## src/rtl/i2s_rx_pkg.sv

```systemverilog
package i2s_rx_pkg;

  // register offsets (word addresses)
  localparam int REG_VERSION = 0;
  localparam int REG_CFG     = 1;
  localparam int REG_MASK    = 2;
  localparam int REG_STAT    = 3;

  // config field positions
  localparam int CFG_EN_BIT   = 0;
  localparam int CFG_MST_BIT  = 1;
  localparam int CFG_RES_LSB  = 16;
  localparam int CFG_RES_W    = 8;

  typedef struct packed {
    logic [CFG_RES_W-1:0] res;
    logic                 master;
    logic                 enable;
  } rx_cfg_t;

endpackage

```

## src/rtl/i2s_rx_link.sv

```systemverilog
// Bit-clock / word-select source selection, master-mode generator,
// two-stage synchroniser and rising-edge detection.
module i2s_rx_link #(
  parameter int SCK_HALF  = 2,
  parameter int SLOT_BITS = 32
) (
  input  logic clk,
  input  logic rst_n,
  input  logic gen_en,
  input  logic use_gen,
  input  logic sck_in,
  input  logic ws_in,
  input  logic sd_in,
  output logic sck_out,
  output logic ws_out,
  output logic sck_rise,
  output logic ws_s,
  output logic sd_s
);
  localparam int DIV_W  = $clog2(SCK_HALF + 1);
  localparam int SLOT_W = $clog2(SLOT_BITS + 1);

  logic [DIV_W-1:0]  div_q, div_n;
  logic [SLOT_W-1:0] bit_q, bit_n;
  logic              gsck_q, gsck_n, gws_q, gws_n;
  logic [2:0]        raw, sync1_q, sync2_q;
  logic              sck_d_q;

  // master generator: next state
  always_comb begin
    div_n  = div_q;
    bit_n  = bit_q;
    gsck_n = gsck_q;
    gws_n  = gws_q;
    if (!gen_en) begin
      div_n  = '0;
      bit_n  = '0;
      gsck_n = 1'b0;
      gws_n  = 1'b1;
    end else if (div_q == DIV_W'(SCK_HALF - 1)) begin
      div_n  = '0;
      gsck_n = ~gsck_q;
      if (gsck_q) begin
        if (bit_q == SLOT_W'(SLOT_BITS - 1)) begin
          bit_n = '0;
          gws_n = ~gws_q;
        end else begin
          bit_n = bit_q + 1'b1;
        end
      end
    end else begin
      div_n = div_q + 1'b1;
    end
  end

  always_ff @(posedge clk or negedge rst_n) begin
    if (!rst_n) begin
      div_q  <= '0;
      bit_q  <= '0;
      gsck_q <= 1'b0;
      gws_q  <= 1'b1;
    end else begin
      div_q  <= div_n;
      bit_q  <= bit_n;
      gsck_q <= gsck_n;
      gws_q  <= gws_n;
    end
  end

  assign sck_out = gsck_q;
  assign ws_out  = gws_q;

  // source select, then synchronise all three lines with equal latency
  assign raw = use_gen ? {gsck_q, gws_q, sd_in} : {sck_in, ws_in, sd_in};

  always_ff @(posedge clk or negedge rst_n) begin
    if (!rst_n) begin
      sync1_q <= 3'b010;
      sync2_q <= 3'b010;
      sck_d_q <= 1'b0;
    end else begin
      sync1_q <= raw;
      sync2_q <= sync1_q;
      sck_d_q <= sync2_q[2];
    end
  end

  assign sck_rise = sync2_q[2] & ~sck_d_q;
  assign ws_s     = sync2_q[1];
  assign sd_s     = sync2_q[0];

  // generated word select moves only with a falling generated bit clock
  assert_ws_on_fall_R12: assert property (@(posedge clk) disable iff (!rst_n)
    ($past(gen_en) && (gws_q != $past(gws_q))) |-> (!gsck_q && $past(gsck_q)));

endmodule

```

## src/rtl/i2s_rx_deser.sv

```systemverilog
// Slot tracking and MSB-first capture of the first res_eff bits per slot.
module i2s_rx_deser #(
  parameter int DATA_W = 32,
  parameter int CNT_W  = $clog2(DATA_W + 1)
) (
  input  logic              clk,
  input  logic              rst_n,
  input  logic              enable,
  input  logic [CNT_W-1:0]  res_eff,
  input  logic              sck_rise,
  input  logic              ws_s,
  input  logic              sd_s,
  output logic              running,
  output logic              word_valid,
  output logic              word_right,
  output logic [DATA_W-1:0] word_data
);
  logic              ws_q, ws_n, run_q, run_n, act_q, act_n, ch_q, ch_n;
  logic [CNT_W-1:0]  cnt_q, cnt_n;
  logic [DATA_W-1:0] sh_q, sh_n, dat_q, dat_n;
  logic              vld_q, vld_n, rgt_q, rgt_n;

  always_comb begin
    ws_n  = ws_q;
    run_n = run_q;
    act_n = act_q;
    ch_n  = ch_q;
    cnt_n = cnt_q;
    sh_n  = sh_q;
    vld_n = 1'b0;
    rgt_n = rgt_q;
    dat_n = dat_q;
    if (sck_rise) begin
      if (ws_s != ws_q) begin
        // slot boundary: flush a short word, then arm for the new slot
        ws_n = ws_s;
        if (act_q && (cnt_q != '0)) begin
          vld_n = 1'b1;
          rgt_n = ch_q;
          dat_n = sh_q << (res_eff - cnt_q);
        end
        run_n = enable && (run_q || !ws_s);
        act_n = run_n;
        ch_n  = ws_s;
        cnt_n = '0;
        sh_n  = '0;
      end else if (act_q) begin
        sh_n  = {sh_q[DATA_W-2:0], sd_s};
        cnt_n = cnt_q + 1'b1;
        if (cnt_n == res_eff) begin
          vld_n = 1'b1;
          rgt_n = ch_q;
          dat_n = sh_n;
          act_n = 1'b0;
        end
      end
    end
    if (!enable) begin
      run_n = 1'b0;
      act_n = 1'b0;
      vld_n = 1'b0;
    end
  end

  always_ff @(posedge clk or negedge rst_n) begin
    if (!rst_n) begin
      ws_q  <= 1'b1;
      run_q <= 1'b0;
      act_q <= 1'b0;
      ch_q  <= 1'b0;
      cnt_q <= '0;
      sh_q  <= '0;
      vld_q <= 1'b0;
      rgt_q <= 1'b0;
      dat_q <= '0;
    end else begin
      ws_q  <= ws_n;
      run_q <= run_n;
      act_q <= act_n;
      ch_q  <= ch_n;
      cnt_q <= cnt_n;
      sh_q  <= sh_n;
      vld_q <= vld_n;
      rgt_q <= rgt_n;
      dat_q <= dat_n;
    end
  end

  assign running    = run_q;
  assign word_valid = vld_q;
  assign word_right = rgt_q;
  assign word_data  = dat_q;

  // a live slot boundary always restarts capture from an empty shifter
  assert_slot_restart_R3: assert property (@(posedge clk) disable iff (!rst_n)
    (sck_rise && enable && (ws_s != ws_q) && (run_q || !ws_s))
      |=> (act_q && (cnt_q == '0) && (sh_q == '0) && (ch_q == $past(ws_s))));

endmodule

```

## src/rtl/i2s_rx_buffered.sv

```systemverilog
module i2s_rx_buffered
  import i2s_rx_pkg::*;
#(
  parameter int          DATA_W    = 32,
  parameter int          ADDR_W    = 6,
  parameter int          PAIRS     = 16,
  parameter int          SCK_HALF  = 2,
  parameter int          SLOT_BITS = 32,
  parameter logic [31:0] VERSION   = 32'h0000_0142
) (
  input  logic              clk,
  input  logic              rst_n,
  input  logic              bus_stb,
  input  logic              bus_we,
  input  logic [ADDR_W-1:0] bus_addr,
  input  logic [DATA_W-1:0] bus_wdata,
  output logic              bus_ack,
  output logic [DATA_W-1:0] bus_rdata,
  output logic              irq,
  input  logic              sck_in,
  input  logic              ws_in,
  input  logic              sd_in,
  output logic              sck_out,
  output logic              ws_out
);
  localparam int WORDS  = 2 * PAIRS;
  localparam int MEM_AW = $clog2(WORDS);
  localparam int PTR_W  = $clog2(PAIRS);
  localparam int CNT_W  = $clog2(DATA_W + 1);
  localparam int HALF   = PAIRS / 2;

  rx_cfg_t           cfg_q;
  logic [1:0]        mask_q, stat_q, stat_n, stat_set, stat_clr;
  logic [PTR_W-1:0]  pair_q, pair_n;
  logic              ack_q;
  logic [DATA_W-1:0] rdata_q, rd_val;
  logic [DATA_W-1:0] mem [WORDS];
  logic [CNT_W-1:0]  res_eff;
  logic              wr_acc, mem_hit;
  logic              sck_rise, ws_s, sd_s;
  logic              running, word_valid, word_right;
  logic [DATA_W-1:0] word_data;
  logic              unused_wdata;

  assign wr_acc  = bus_stb && bus_we;
  assign mem_hit = (bus_addr >> MEM_AW) == ADDR_W'(1);
  assign unused_wdata = ^{bus_wdata[DATA_W-1:CFG_RES_LSB+CFG_RES_W],
                          bus_wdata[CFG_RES_LSB-1:2]};

  // effective resolution: 0 or oversize means full width
  always_comb begin
    if ((cfg_q.res == '0) || (32'(cfg_q.res) > DATA_W)) res_eff = CNT_W'(DATA_W);
    else                                               res_eff = cfg_q.res[CNT_W-1:0];
  end

  i2s_rx_link #(.SCK_HALF(SCK_HALF), .SLOT_BITS(SLOT_BITS)) i_link (
    .clk(clk), .rst_n(rst_n),
    .gen_en(cfg_q.enable && cfg_q.master), .use_gen(cfg_q.master),
    .sck_in(sck_in), .ws_in(ws_in), .sd_in(sd_in),
    .sck_out(sck_out), .ws_out(ws_out),
    .sck_rise(sck_rise), .ws_s(ws_s), .sd_s(sd_s)
  );

  i2s_rx_deser #(.DATA_W(DATA_W), .CNT_W(CNT_W)) i_deser (
    .clk(clk), .rst_n(rst_n), .enable(cfg_q.enable), .res_eff(res_eff),
    .sck_rise(sck_rise), .ws_s(ws_s), .sd_s(sd_s),
    .running(running), .word_valid(word_valid),
    .word_right(word_right), .word_data(word_data)
  );

  // pair pointer and half-full flags
  always_comb begin
    stat_set[0] = word_valid && word_right && (pair_q == PTR_W'(HALF - 1));
    stat_set[1] = word_valid && word_right && (pair_q == PTR_W'(PAIRS - 1));
    stat_clr    = (wr_acc && (bus_addr == ADDR_W'(REG_STAT))) ? bus_wdata[1:0] : 2'b00;
    stat_n      = (stat_q & ~stat_clr) | stat_set;
    if (!running)                      pair_n = '0;
    else if (word_valid && word_right) pair_n = pair_q + 1'b1;
    else                               pair_n = pair_q;
  end

  // read mux
  always_comb begin
    rd_val = '0;
    if (mem_hit) begin
      rd_val = mem[bus_addr[MEM_AW-1:0]];
    end else begin
      case (bus_addr)
        ADDR_W'(REG_VERSION): rd_val = DATA_W'(VERSION);
        ADDR_W'(REG_CFG): begin
          rd_val[CFG_EN_BIT]                        = cfg_q.enable;
          rd_val[CFG_MST_BIT]                       = cfg_q.master;
          rd_val[CFG_RES_LSB +: CFG_RES_W]          = cfg_q.res;
        end
        ADDR_W'(REG_MASK): rd_val[1:0] = mask_q;
        ADDR_W'(REG_STAT): rd_val[1:0] = stat_q;
        default:           rd_val = '0;
      endcase
    end
  end

  always_ff @(posedge clk or negedge rst_n) begin
    if (!rst_n) begin
      cfg_q   <= '0;
      mask_q  <= '0;
      stat_q  <= '0;
      pair_q  <= '0;
      ack_q   <= 1'b0;
      rdata_q <= '0;
    end else begin
      if (wr_acc && (bus_addr == ADDR_W'(REG_CFG))) begin
        cfg_q.enable <= bus_wdata[CFG_EN_BIT];
        cfg_q.master <= bus_wdata[CFG_MST_BIT];
        cfg_q.res    <= bus_wdata[CFG_RES_LSB +: CFG_RES_W];
      end
      if (wr_acc && (bus_addr == ADDR_W'(REG_MASK))) mask_q <= bus_wdata[1:0];
      stat_q <= stat_n;
      pair_q <= pair_n;
      ack_q  <= bus_stb;
      if (bus_stb) rdata_q <= rd_val;
    end
  end

  // sample buffer: written only by the receiver
  always_ff @(posedge clk) begin
    if (word_valid) mem[{pair_q, word_right}] <= word_data;
  end

  assign bus_ack   = ack_q;
  assign bus_rdata = rdata_q;
  assign irq       = |(stat_q & mask_q);

  // a clear request without a coincident set always empties bit 0
  assert_stat_clear_R9: assert property (@(posedge clk) disable iff (!rst_n)
    (wr_acc && (bus_addr == ADDR_W'(REG_STAT)) && bus_wdata[0] && !stat_set[0])
      |=> !stat_q[0]);

  // the upper-half flag only rises off the last pair of the buffer
  assert_upper_flag_R7: assert property (@(posedge clk) disable iff (!rst_n)
    $rose(stat_q[1]) |-> ($past(pair_q) == PTR_W'(PAIRS - 1)));

  // after storing the last right word the pointer wraps to pair 0
  assert_pair_wrap_R10: assert property (@(posedge clk) disable iff (!rst_n)
    (running && word_valid && word_right && (pair_q == PTR_W'(PAIRS - 1)))
      |=> (pair_q == '0));

  // disabling reception always rewinds the pointer
  assert_pair_rewind_R6: assert property (@(posedge clk) disable iff (!rst_n)
    !running |=> (pair_q == '0));

endmodule

```

## config.mk

```make
export PLATFORM = sky130hd
export DESIGN_NAME = i2s_rx_buffered
export DESIGN_NICKNAME = d
export VERILOG_FILES = /design/src/rtl/i2s_rx_pkg.sv /design/src/rtl/i2s_rx_link.sv /design/src/rtl/i2s_rx_deser.sv /design/src/rtl/i2s_rx_buffered.sv
export SDC_FILE = /design/constraint.sdc
export NUM_CORES = 1
export LEC_CHECK = 0
export BUFFER_PORTS_ARGS = -buffer_cell sky130_fd_sc_hd__buf_2
export CORE_ASPECT_RATIO = 0.9
export CORE_MARGIN = 2
export CORE_UTILIZATION = 42
export DETAILED_ROUTE_END_ITERATION = 16
export PLACE_DENSITY = 0.54
export SLEW_MARGIN = 20
export SYNTH_ARGS = -nofsm -noshare
export SYNTH_HDL_FRONTEND = slang
export SYNTH_SLANG_ARGS = --single-unit
```

## constraint.sdc

```tcl
create_clock -name clk -period 6.1 [get_ports clk]
set_input_delay 1.22 -clock clk [delete_from_list [all_inputs] [get_ports clk]]
set_output_delay 1.22 -clock clk [all_outputs]
set_load 0.01 [all_outputs]
```

==> flow_summary.html <==
<table>
<tr><th>Metric</th><th>Value</th></tr>
<tr><th colspan="2">Status</th></tr>
<tr><td>Outcome</td><td>finished clean</td></tr>
<tr><th colspan="2">Power</th></tr>
<tr><td>Fraction of power consumed by sequential logic</td><td>0.522</td></tr>
<tr><td>Power density over the cells</td><td>310.6 nW/um^2</td></tr>
<tr><td>Net switching fraction of the power</td><td>0.2093</td></tr>
<tr><td>Worst vdd rail ir drop</td><td>231.6 uV</td></tr>
<tr><td>Combinational share of power</td><td>0.036</td></tr>
<tr><td>Cell leakage power</td><td>15.16 nW</td></tr>
<tr><td>Clock share of power</td><td>0.443</td></tr>
<tr><td>Switching pwr</td><td>3.470 mW</td></tr>
<tr><td>Design internal power</td><td>about 13 mW</td></tr>
<tr><th colspan="2">Synth</th></tr>
<tr><td>Nets in the synthesized netlist</td><td>2413</td></tr>
<tr><td>Cell variety after synth</td><td>66</td></tr>
<tr><td>Post-synthesis sequential area ratio</td><td>0.7321</td></tr>
<tr><td>Top post-synthesis cells by area</td><td>sky130_fd_sc_hd__edfxtp_1 66%, sky130_fd_sc_hd__mux4_2 15%, sky130_fd_sc_hd__dfrtp_1 7.5%</td></tr>
<tr><td>Cell taking the most area after synthesis</td><td>sky130_fd_sc_hd__edfxtp_1</td></tr>
<tr><td>Top flip-flop cell by instance count after synthesis</td><td>sky130_fd_sc_hd__edfxtp_1</td></tr>
<tr><td>Mapped Area</td><td>46930 sq um</td></tr>
<tr><td>Gate Count Post-Synth</td><td>approximately 2400</td></tr>
<tr><td>Asr flop ratio synth</td><td>0.1233</td></tr>
<tr><td>Count of yosys warnings during synthesis</td><td>0</td></tr>
<tr><td>Mean instance size in the synthesized netlist</td><td>19.89 sq um</td></tr>
<tr><td>Fraction of post-synthesis cell area in the top cell type by area</td><td>0.6553</td></tr>
<tr><td>Number of storage elements in the synthesis netlist</td><td>1168</td></tr>
<tr><td>Number of enable flip-flop cells after synthesis</td><td>between 1000 and 1500</td></tr>
<tr><th colspan="2">Routing</th></tr>
<tr><td>Overall via count from detail_route</td><td>roughly 24000</td></tr>
<tr><td>Count of routing violations after the opening detailed-route iteration</td><td>2359</td></tr>
<tr><td>Pre-Repair DR Iteration Count</td><td>5</td></tr>
<tr><td>Wirelength per Cell</td><td>29.48 um</td></tr>
<tr><td>Post-route ant nets</td><td>0</td></tr>
<tr><td>Wire length reported by the detailed router</td><td>119100 um</td></tr>
<tr><td>Post-DR vias/cell</td><td>5.874</td></tr>
<tr><td>DRC violation count after routing</td><td>0</td></tr>
<tr><th colspan="2">Die</th></tr>
<tr><td>Placeable core region</td><td>roughly 110000 sq um</td></tr>
<tr><td>Die boundary height</td><td>321.1 um</td></tr>
<tr><td>Die ar.</td><td>114400 sq um</td></tr>
<tr><td>Number of rows in the core area</td><td>~120</td></tr>
<tr><td>Starting utilization of the core area</td><td>0.4227</td></tr>
<tr><td>I/O pins</td><td>81</td></tr>
<tr><td>DIE WIDTH</td><td>around 360 um</td></tr>
<tr><th colspan="2">Placed design</th></tr>
<tr><td>DP HPWL</td><td>64990 um</td></tr>
<tr><td>Routability Congestion</td><td>0.8708</td></tr>
<tr><td>Setup slack at placement</td><td>1666 ps</td></tr>
<tr><td>Number of port buffers</td><td>58</td></tr>
<tr><th colspan="2">CTS</th></tr>
<tr><td>Setup bufs post-CTS</td><td>0</td></tr>
<tr><td>Post-cts hold buffer count</td><td>0</td></tr>
<tr><td>Gates resized, CTS repair</td><td>0</td></tr>
<tr><td>Clock root buffer</td><td>sky130_fd_sc_hd__clkbuf_16</td></tr>
<tr><td>Maximum count of clock buffers along a single path</td><td>3</td></tr>
<tr><td>Clk_lat worst skew</td><td>between 700 and 800 ps</td></tr>
<tr><td>Clock slew at the register clock pins of the worst setup and hold paths</td><td>60 ps</td></tr>
<tr><td>Number of sinks on the clock net</td><td>around 1200</td></tr>
<tr><td>CTS Buf Count</td><td>118</td></tr>
<tr><td>H-Tree Depth</td><td>3</td></tr>
<tr><td>CTS tree</td><td>built</td></tr>
<tr><th colspan="2">GRT</th></tr>
<tr><td>Via count of the first global-routing pass</td><td>24446</td></tr>
<tr><td>Antenna violations before repair</td><td>5</td></tr>
<tr><td>Overall overflow remaining after global route</td><td>0</td></tr>
<tr><td>First-pass GRT wire length</td><td>~170000 um</td></tr>
<tr><td>All-Layer GR Usage</td><td>0.2101</td></tr>
<tr><td>Maximum number of pins on one net before global-route repair</td><td>a little over 90</td></tr>
<tr><th colspan="2">Setup path</th></tr>
<tr><td>Critical path buffer and inverter count</td><td>0</td></tr>
<tr><td>Endpoint class of the critical path</td><td>register</td></tr>
<tr><td>Element type at the critical path start</td><td>register</td></tr>
<tr><td>Largest incremental delay on the critical path</td><td>690 ps</td></tr>
<tr><td>Highest fanout seen on the critical path</td><td>11</td></tr>
<tr><td>Required @ worst endpoint</td><td>slightly below 7000 ps</td></tr>
<tr><td>Critical path class</td><td>reg -&gt; reg</td></tr>
<tr><td>Arrival time at the worst endpoint</td><td>5150 ps</td></tr>
<tr><td>Cell type of the slowest stage on the worst timing path</td><td>sky130_fd_sc_hd__o311ai_1</td></tr>
<tr><td>Origin of the critical flop-to-flop path</td><td>cfg_q[7]$_DFFE_PN0P_</td></tr>
<tr><td>List of cells traversed by the critical path</td><td>nor3_2 -&gt; nand2_1 -&gt; ha_1 -&gt; fa_2 -&gt; nor3b_1 -&gt; a311oi_1 -&gt; and2_1 -&gt; a211oi_2 -&gt; nand4_1 -&gt; o311ai_1 -&gt; o21a_1</td></tr>
<tr><td>Launch point of the worst path</td><td>cfg_q[7]$_DFFE_PN0P_</td></tr>
<tr><td>Top delay family on crit path</td><td>compound AO/OA/AOI/OAI gates</td></tr>
<tr><th colspan="2">Timing</th></tr>
<tr><td>Achievable frequency</td><td>221.8 MHz</td></tr>
<tr><td>Measured slew at the worst slew-check pin</td><td>1133 ps</td></tr>
<tr><td>Clock tree skew after final layout</td><td>about 27 ps</td></tr>
<tr><td>Final hold violations</td><td>0</td></tr>
<tr><td>Sum of negative setup slack</td><td>0 ps</td></tr>
<tr><td>Relative slew margins</td><td>0.2449</td></tr>
<tr><td>Final number of max-transition violations</td><td>0</td></tr>
<tr><td>Final Cycle Share</td><td>0.7392</td></tr>
<tr><td>Final worst setup slack</td><td>1591 ps</td></tr>
<tr><td>Setup repair after global routing missed its margin</td><td>no</td></tr>
<tr><td>Tmin final</td><td>4509 ps</td></tr>
<tr><td>Total setup violations reported at the end of the flow</td><td>0</td></tr>
<tr><td>Smallest hold slack</td><td>between 300 and 400 ps</td></tr>
<tr><th colspan="2">Worst hold path</th></tr>
<tr><td>Worst Hold Class</td><td>reg -&gt; reg</td></tr>
<tr><td>Origin of the worst min-delay path</td><td>i_link.sync1_q[0]$_DFF_PN0_</td></tr>
<tr><th colspan="2">Finish</th></tr>
<tr><td># diodes</td><td>0</td></tr>
<tr><td>Area growth from synthesis to final layout</td><td>13.74%</td></tr>
<tr><td>Number of nets in the layout</td><td>2518</td></tr>
<tr><td># fillers</td><td>9120</td></tr>
<tr><td>Post-layout utilization of the core</td><td>0.4807</td></tr>
<tr><td>Fraction of final layout cells with drive strength greater than 1</td><td>0.2854</td></tr>
<tr><th colspan="2">Flow run</th></tr>
<tr><td>Max-Cap Viols</td><td>0</td></tr>
</table>
==> per-layer routing <==
metal / routed length, um / GRT usage
met1: 52310 / 0.3028
met2: 56970 / 0.3378
met3: 7416 / 0.03291
met4: 2410 / 0.05016
met5: 0 / 0
==> worst paths after layout <==
kind / endpoint / slack (ps) / cells past startpoint
setup / recovery: i_deser.word_data[7]$_DFFE_PN0P_ / 1590 / 11
hold reg to reg: i_link.sync2_q[0]$_DFF_PN0_ / 350 / 0
hold / removal: i_link.sync2_q[0]$_DFF_PN0_ / 350 / 0
max in group asynchronous: bus_rdata[28]$_DFFE_PN0P_ / 4310 / 2
setup reg to reg: i_deser.word_data[7]$_DFFE_PN0P_ / 1590 / 11
min in group asynchronous: i_deser.cnt_q[0]$_DFFE_PN0P_ / 500 / 1
==> kinds of logic after synthesis <==
logic type | synth area share
xor+xnor | 0.004106
fa+ha+maj | 0.002773
mux | 0.1809
flops | 0.7321
buf+inv | 0.01498
simple gates | 0.03266
compound gates | 0.03240
==> cell usage after synthesis, drive strengths merged, types with 23 or more instances <==
cell / number
inv: 33
clkbuf: 73
mux2: 40
buf: 66
mux4: 313
nand2: 87
a22oi: 23
a22o: 35
nor2: 94
dfrtp: 140
mux2i: 99
o21ai: 50
nand3: 43
a21oi: 33
edfxtp: 1024
==> area by class of cell <==
type / instances / area (sq um) / share of cell area
clock buffer: 156 / 3248 / 0.06085
clock inverter: 65 / 711.9 / 0.01334
inverter: 33 / 123.9 / 0.002321
multi-input combinational: 1019 / 12190 / 0.2283
sequential: 1168 / 34370 / 0.6440
tap: 1475 / 1846 / 0.03457
timing repair buffer: 124 / 888.4 / 0.01664
==> power groups by stage <==
stage	Sequential [mW]	Clock (mW)	Combinational (mW)
floorplan	8.80	0	0.400
global placement	8.81	0	0.596
detailed placement	8.81	0	0.602
CTS	8.64	7.51	0.603
global route	8.64	7.79	0.646
finish	8.64	7.34	0.596
==> cells in the final DEF, fill, tap and decap left out, drive strengths merged, types with 5 or more instances in the layout <==
| cell type | instances |
|---|---|
| nand3 | 43 |
| buf | 124 |
| nand4 | 10 |
| nor2 | 94 |
| o22ai | 5 |
| edfxtp | 1024 |
| dfrtp | 140 |
| xnor2 | 17 |
| or3 | 5 |
| mux2 | 40 |
| o21ai | 50 |
| a21oi | 33 |
| bufinv | 13 |
| ha | 8 |
| o311ai | 8 |
| a22oi | 23 |
| mux2i | 99 |
| a22o | 35 |
| a211oi | 5 |
| mux4 | 313 |
| nor2b | 6 |
| nand2 | 87 |
| a41oi | 5 |
| clkbuf | 156 |
| o21a | 8 |
| and2 | 15 |
| xor2 | 5 |
| nor3 | 9 |
| nand2b | 21 |
| a31oi | 10 |
| clkinv | 45 |
| inv | 36 |
==> state kept, by name, indices dropped and copies added (netlist names), 2 cells and up <==
name               flops
stat_q                 2
i_link.div_q           2
i_deser.word_data     32
bus_rdata             32
mask_q                 2
mem                 1024
i_deser.sh_q          32
cfg_q                 10
pair_q                 4
i_link.bit_q           6
i_link.sync2_q         3
i_link.sync1_q         3
i_deser.cnt_q          6
==> per-stage QoR <==
step | std cells | power (mW) | area, sq um
2_1_floorplan | 2359 | 9.200 | 46930
3_3_place_gp | 3818 | 9.405 | 49370
3_5_place_dp | 3818 | 9.413 | 49380
4_1_cts | 4039 | 16.75 | 53340
5_1_grt | 4040 | 17.08 | 53380
6_report | 4040 | 16.58 | 53380
Power figures use the tool's default switching activity.
